[config.mk]
export PLATFORM = sky130hd
export DESIGN_NAME = irq_seq_top
export DESIGN_NICKNAME = d
export VERILOG_FILES = /design/src/rtl/irq_seq_pkg.sv /design/src/rtl/irq_pfx_window.sv /design/src/rtl/irq_accept_ctl.sv /design/src/rtl/irq_step_out.sv /design/src/rtl/irq_seq_top.sv
export SDC_FILE = /design/constraint.sdc
export NUM_CORES = 1
export LEC_CHECK = 0
export BUFFER_PORTS_ARGS = -buffer_cell sky130_fd_sc_hd__buf_2
export CAP_MARGIN = 25
export CORE_MARGIN = 5
export CORE_UTILIZATION = 43
export CTS_CLUSTER_SIZE = 28
export DETAILED_ROUTE_END_ITERATION = 6
export PLACE_DENSITY = 0.78
export RECOVER_POWER = 25
export SYNTH_ARGS = -nofsm -noshare
export SYNTH_HDL_FRONTEND = slang
export SYNTH_SLANG_ARGS = --single-unit
[constraint.sdc]
create_clock -name clk -period 2.12 [get_ports clk]
set_input_delay 0.106 -clock clk [delete_from_list [all_inputs] [get_ports clk]]
set_output_delay 0.106 -clock clk [all_outputs]
set_load 0.02 [all_outputs]
[src/rtl/irq_seq_pkg.sv]
package irq_seq_pkg;

  // How the in-service flag changes on the coming edge.
  typedef enum logic [1:0] {
    INS_HOLD = 2'd0,
    INS_SET  = 2'd1,
    INS_CLR  = 2'd2,
    INS_SW   = 2'd3
  } ins_op_e;

  // Acknowledge wins, then return-from-interrupt, then software write.
  function automatic ins_op_e pick_ins_op(input logic ack,
                                          input logic reti,
                                          input logic sw_wr);
    ins_op_e op;
    if (ack)        op = INS_SET;
    else if (reti)  op = INS_CLR;
    else if (sw_wr) op = INS_SW;
    else            op = INS_HOLD;
    return op;
  endfunction

endpackage

[src/rtl/irq_pfx_window.sv]
module irq_pfx_window #(
  parameter int PFX_W = 8
) (
  input  logic             clk,
  input  logic             rst_n,
  input  logic             wr_eff,
  input  logic [PFX_W-1:0] wdata,
  output logic [PFX_W-1:0] pfx_value,
  output logic             window
);

  logic             held_q;
  logic [PFX_W-1:0] val_q;

  always_ff @(posedge clk) begin
    if (!rst_n) begin
      held_q <= 1'b0;
      val_q  <= '0;
    end else if (wr_eff) begin
      held_q <= 1'b1;
      val_q  <= wdata;
    end else begin
      held_q <= 1'b0;
      val_q  <= '0;
    end
  end

  assign pfx_value = val_q;
  assign window    = held_q;

  // without a fresh write the prefix is gone the next cycle
  p_pfx_one_cycle_r8: assert property (@(posedge clk) disable iff (!rst_n)
    !wr_eff |=> (window == 1'b0 && pfx_value == '0));

  // a write shows up in the next cycle
  p_pfx_visible_r8: assert property (@(posedge clk) disable iff (!rst_n)
    wr_eff |=> (window && pfx_value == $past(wdata)));

endmodule

[src/rtl/irq_accept_ctl.sv]
module irq_accept_ctl
  import irq_seq_pkg::*;
(
  input  logic clk,
  input  logic rst_n,
  input  logic gie,
  input  logic req_any,
  input  logic window,
  input  logic reti_eff,
  input  logic ins_wr_eff,
  input  logic ins_wdata,
  output logic ack,
  output logic stall,
  output logic ins
);

  logic    ins_q;
  logic    stall_q;
  ins_op_e op;

  always_comb begin
    ack = gie & ~ins_q & req_any & ~window & ~reti_eff & ~stall_q;
    op  = pick_ins_op(ack, reti_eff, ins_wr_eff);
  end

  always_ff @(posedge clk) begin
    if (!rst_n) begin
      ins_q   <= 1'b0;
      stall_q <= 1'b0;
    end else begin
      stall_q <= ack;
      unique case (op)
        INS_SET:  ins_q <= 1'b1;
        INS_CLR:  ins_q <= 1'b0;
        INS_SW:   ins_q <= ins_wdata;
        default:  ins_q <= ins_q;
      endcase
    end
  end

  assign stall = stall_q;
  assign ins   = ins_q;

  // acknowledge is followed by the stall with the flag raised
  p_ack_then_stall_r3: assert property (@(posedge clk) disable iff (!rst_n)
    ack |=> (stall && ins));

  // no acknowledge while in service
  p_no_ack_in_service_r4: assert property (@(posedge clk) disable iff (!rst_n)
    ins |-> !ack);

  // acknowledge needs enable and a pending request
  p_ack_needs_req_r2: assert property (@(posedge clk) disable iff (!rst_n)
    ack |-> (gie && req_any));

  // exception window blocks acknowledge
  p_no_ack_in_window_r9: assert property (@(posedge clk) disable iff (!rst_n)
    window |-> !ack);

  // return clears the flag
  p_reti_clears_r6: assert property (@(posedge clk) disable iff (!rst_n)
    reti_eff |=> !ins);

  // no acknowledge in a return cycle
  p_no_ack_on_reti_r7: assert property (@(posedge clk) disable iff (!rst_n)
    reti_eff |-> !ack);

endmodule

[src/rtl/irq_step_out.sv]
module irq_step_out #(
  parameter int ADDR_W = 16
) (
  input  logic              clk,
  input  logic              rst_n,
  input  logic              ack,
  input  logic              stall,
  input  logic              reti_eff,
  input  logic [ADDR_W-1:0] ivec,
  input  logic [ADDR_W-1:0] ret_addr,
  input  logic [ADDR_W-1:0] pop_addr,
  output logic              fetch_cancel,
  output logic              push_stb,
  output logic [ADDR_W-1:0] push_addr,
  output logic              pop_stb,
  output logic              ip_load,
  output logic [ADDR_W-1:0] ip_next
);

  logic [ADDR_W-1:0] vec_q;
  logic [ADDR_W-1:0] ret_q;

  always_ff @(posedge clk) begin
    if (!rst_n) begin
      vec_q <= '0;
      ret_q <= '0;
    end else if (ack) begin
      vec_q <= ivec;
      ret_q <= ret_addr;
    end
  end

  always_comb begin
    fetch_cancel = stall;
    push_stb     = stall;
    push_addr    = stall ? ret_q : '0;
    pop_stb      = reti_eff;
    ip_load      = stall | reti_eff;
    if (stall)         ip_next = vec_q;
    else if (reti_eff) ip_next = pop_addr;
    else               ip_next = '0;
  end

  // stack push and pop never collide
  p_push_pop_excl_r10: assert property (@(posedge clk) disable iff (!rst_n)
    !(push_stb && pop_stb));

  // a return is never followed directly by a push
  p_gap_after_reti_r7: assert property (@(posedge clk) disable iff (!rst_n)
    pop_stb |=> !push_stb);

  // the pushed word is the one sampled at acknowledge
  p_push_addr_r3: assert property (@(posedge clk) disable iff (!rst_n)
    ack |=> (push_addr == $past(ret_addr)));

endmodule

[src/rtl/irq_seq_top.sv]
module irq_seq_top #(
  parameter int ADDR_W = 16,
  parameter int PFX_W  = 8,
  parameter int NSRC   = 8
) (
  input  logic              clk,
  input  logic              rst_n,
  input  logic              gie,
  input  logic [NSRC-1:0]   irq_req,
  input  logic              dec_reti,
  input  logic              dec_pfx_wr,
  input  logic [PFX_W-1:0]  pfx_wdata,
  input  logic              dec_ins_wr,
  input  logic              ins_wdata,
  input  logic [ADDR_W-1:0] ivec,
  input  logic [ADDR_W-1:0] ret_addr,
  input  logic [ADDR_W-1:0] pop_addr,
  output logic              irq_ack,
  output logic              fetch_cancel,
  output logic              push_stb,
  output logic [ADDR_W-1:0] push_addr,
  output logic              pop_stb,
  output logic              ip_load,
  output logic [ADDR_W-1:0] ip_next,
  output logic              in_service,
  output logic [PFX_W-1:0]  pfx_value,
  output logic              exc_window
);

  logic stall;
  logic req_any;
  logic reti_eff;
  logic pfx_wr_eff;
  logic ins_wr_eff;

  // Decode strobes are void during the stall cycle (cancelled fetch).
  assign req_any    = |irq_req;
  assign reti_eff   = dec_reti   & ~stall;
  assign pfx_wr_eff = dec_pfx_wr & ~stall;
  assign ins_wr_eff = dec_ins_wr & ~stall;

  irq_pfx_window #(.PFX_W(PFX_W)) u_pfx (
    .clk       (clk),
    .rst_n     (rst_n),
    .wr_eff    (pfx_wr_eff),
    .wdata     (pfx_wdata),
    .pfx_value (pfx_value),
    .window    (exc_window)
  );

  irq_accept_ctl u_acc (
    .clk        (clk),
    .rst_n      (rst_n),
    .gie        (gie),
    .req_any    (req_any),
    .window     (exc_window),
    .reti_eff   (reti_eff),
    .ins_wr_eff (ins_wr_eff),
    .ins_wdata  (ins_wdata),
    .ack        (irq_ack),
    .stall      (stall),
    .ins        (in_service)
  );

  irq_step_out #(.ADDR_W(ADDR_W)) u_step (
    .clk          (clk),
    .rst_n        (rst_n),
    .ack          (irq_ack),
    .stall        (stall),
    .reti_eff     (reti_eff),
    .ivec         (ivec),
    .ret_addr     (ret_addr),
    .pop_addr     (pop_addr),
    .fetch_cancel (fetch_cancel),
    .push_stb     (push_stb),
    .push_addr    (push_addr),
    .pop_stb      (pop_stb),
    .ip_load      (ip_load),
    .ip_next      (ip_next)
  );

  // decode strobes in the stall cycle leave the prefix untouched
  p_stall_ignores_pfx_r10: assert property (@(posedge clk) disable iff (!rst_n)
    fetch_cancel |=> !exc_window);

endmodule

==> results.ini <==
[power]
clockPowerShare = 0.359
p_sw_mw = 0.434
pwr-share-seq = 0.482
power_density_nw_per_um2 = 685
peakVddDrop_v = 0.000374
p_comb_frac = 0.159
swShare = 0.242
internal_power_mw = 1.36
p_leak_nw = 1.27

[clocking]
cts_num_sinks = 43
cts-root-buf = clkbuf_8
clk_latency_ns = 0.28
max-clock-path-buffers = 2
tritoncts = done
cts_made_buffers = 5
clkTransAtPathRegs_ns = 0.08
hold_buffers = 0
cts.repair.resized = 0
post-cts-setup-buffers = 0
ctsHtreeMaxLevel = 2

[job]
cap_violations = 0

[worst_setup_path]
cp_max_fo = 35
rr_startpoint = u_acc.ins
reg2regPathDepth = 4
crit_end = irq_ack
reg2reg_slack_ns = 0.36
end_kind = primary output
cp.arrival_ns = 1.93
critPathLaunchType = flip-flop
worstSetupPathType = flip-flop to primary output
cp.required_ns = 2.01
rr_endpoint = u_step.ret_q[6]
crit_start = u_acc.ins

[sta]
layout_min_cycle_time_ns = 2.03
worst_slack_ns = 0.0853
clock.fmax_ghz = 0.491
period_share = 0.960
finalHoldViolations = 0
setup_viol = 0
tightest_slew_ns = 0.466
skew_ns = 0.00622
tns_ns = 0
relSlewSlack = 0.686
report.final.slew_viol_count = 0
rsz0062_at_grt = no

[placed_design]
preCtsSetupSlack_ns = 0.385
gp_congestion = 0.725
io_buffers = 117
dp.cells = 366
hpwl_um = 3470

[route]
ant_nets = 0
first_pass_iters = 4
routed_via_density = 4.66
drt-total-wl_um = 4630
drc = 0
wl_per_cell_um = 12.4
drt_iter0_drc = 60
vias = 1741

[logic_synthesis]
ys_types = 17
netlist_area_um2 = 1940
syn_inst = 210
synth_top_area_frac = 0.443
syn-num-nets = 281
synth_area_leader_cell = dfxtp_1
synth_warnings = 0
ys_seq_elements = 43
synthTopCellsByArea = dfxtp_1, mux2i_1, nand2_1
ys_seq_area_frac = 0.443
syn-mean-instance-area_um2 = 9.25

[status]
status = finished clean

[final_layout]
final_cell_mix = buf_2, nand2_1, dfxtp_1
fin_util = 0.597
syn_to_final_growth_pct = 34.7
stdcell_count = 374
nNetsFinal = 392
fill_cells = 407
diodes = 0
drive_gt1_frac = 0.373
final_common_cell = buf_2

[die]
floorplan.initialDensity = 0.443
die_h_um = 77.2
die_width_um = 77.2
die_area_um2 = 5960
core_um2 = 4380
rows = 24
ios = 118

[global_route]
grt_pass1_vias = 1719
overflow = 0
grt_pass1_wl_um = 7730
antenna_found_initial = 0
grt_max_degree = 39
track_usage = 0.154

[worst_hold_path]
hold_path_class = primary input to flip-flop

[synthesized netlist by cell type (all sizes together)]
master,number
nand2,65
clkbuf,12
mux2,1
and2,25
a22o,16
or4b,1
dfxtp,43
nor2,1
buf,6
nor4,2
or2,1
o21a,1
mux2i,32
a211oi,1
nor2b,3
[critical path: stages (launching register included)]
cell and delay [ns]:
dfxtp_1 0.33, or4b_4 0.55, a211oi_4 0.26, buf_12 0.28
buf_2 0.21
[power by group through the flow]
stage / Combinational [mW] / Clock [mW] / Sequential, mW
floorplan: 0.175 / 0 / 0.890
global placement: 0.286 / 0 / 0.882
detailed placement: 0.292 / 0 / 0.882
CTS: 0.292 / 0.668 / 0.864
global route: 0.314 / 0.701 / 0.869
finish: 0.285 / 0.644 / 0.864
[final cells by class]
class / instances / area (µm²) / share of cell area
timing repair buffer: 122 / 619 / 0.237
clock inverter: 2 / 35.0 / 0.0134
tap: 52 / 65.1 / 0.0249
sequential: 43 / 861 / 0.329
clock buffer: 6 / 82.6 / 0.0315
multi-input combinational: 149 / 955 / 0.365
[stage by stage]
stage / hold slack, ns / cell area [µm²] / power [mW]
finish: 0.0174 / 2620 / 1.79
floorplan: 0.228 / 1940 / 1.07
global route: 0.00914 / 2620 / 1.88
global placement: 0.306 / 2520 / 1.17
CTS: 0.00495 / 2630 / 1.82
detailed placement: 0.310 / 2520 / 1.17
[logic make-up (layout without fill, tap and decap cells)]
kind of cell | Yosys count | count (layout) | synth area share
AND/OR/NAND/NOR | 98 | 98 | 0.234
AO/OA/AOI/OAI | 18 | 18 | 0.0824
buffers and inverters | 18 | 130 | 0.0695
flip-flops | 43 | 43 | 0.443
multiplexers | 33 | 33 | 0.171
[routing by layer]
metal	vias to the layer above	wire length, µm	GRT usage
met3	6	328	0.0386
met5	-	0	0
met2	62	2300	0.263
li1	912	-	-
met1	761	1940	0.185
met4	0	69	0.0515
[state kept, by name, summed over array words and instances (netlist names)]
| name | count |
|---|---|
| u_step.ret_q | 16 |
| u_acc.ins | 1 |
| u_pfx.window | 1 |
| u_pfx.pfx_value | 8 |
| u_acc.stall | 1 |
| u_step.vec_q | 16 |
[worst min path at each step]
| stage | from | to | slack (ns) | cells past startpoint |
|---|---|---|---|---|
| detailed placement | pfx_wdata[1] | u_pfx.pfx_value[1] | 0.31 | 2 |
| global route | pfx_wdata[1] | u_pfx.pfx_value[1] | 0.009 | 2 |
| floorplan | pfx_wdata[0] | u_pfx.pfx_value[0] | 0.23 | 1 |
| finish | pfx_wdata[0] | u_pfx.pfx_value[0] | 0.02 | 2 |
| global placement | pfx_wdata[5] | u_pfx.pfx_value[5] | 0.31 | 2 |
| CTS | pfx_wdata[3] | u_pfx.pfx_value[3] | 0.005 | 2 |
(Power assumes the default switching activity.)
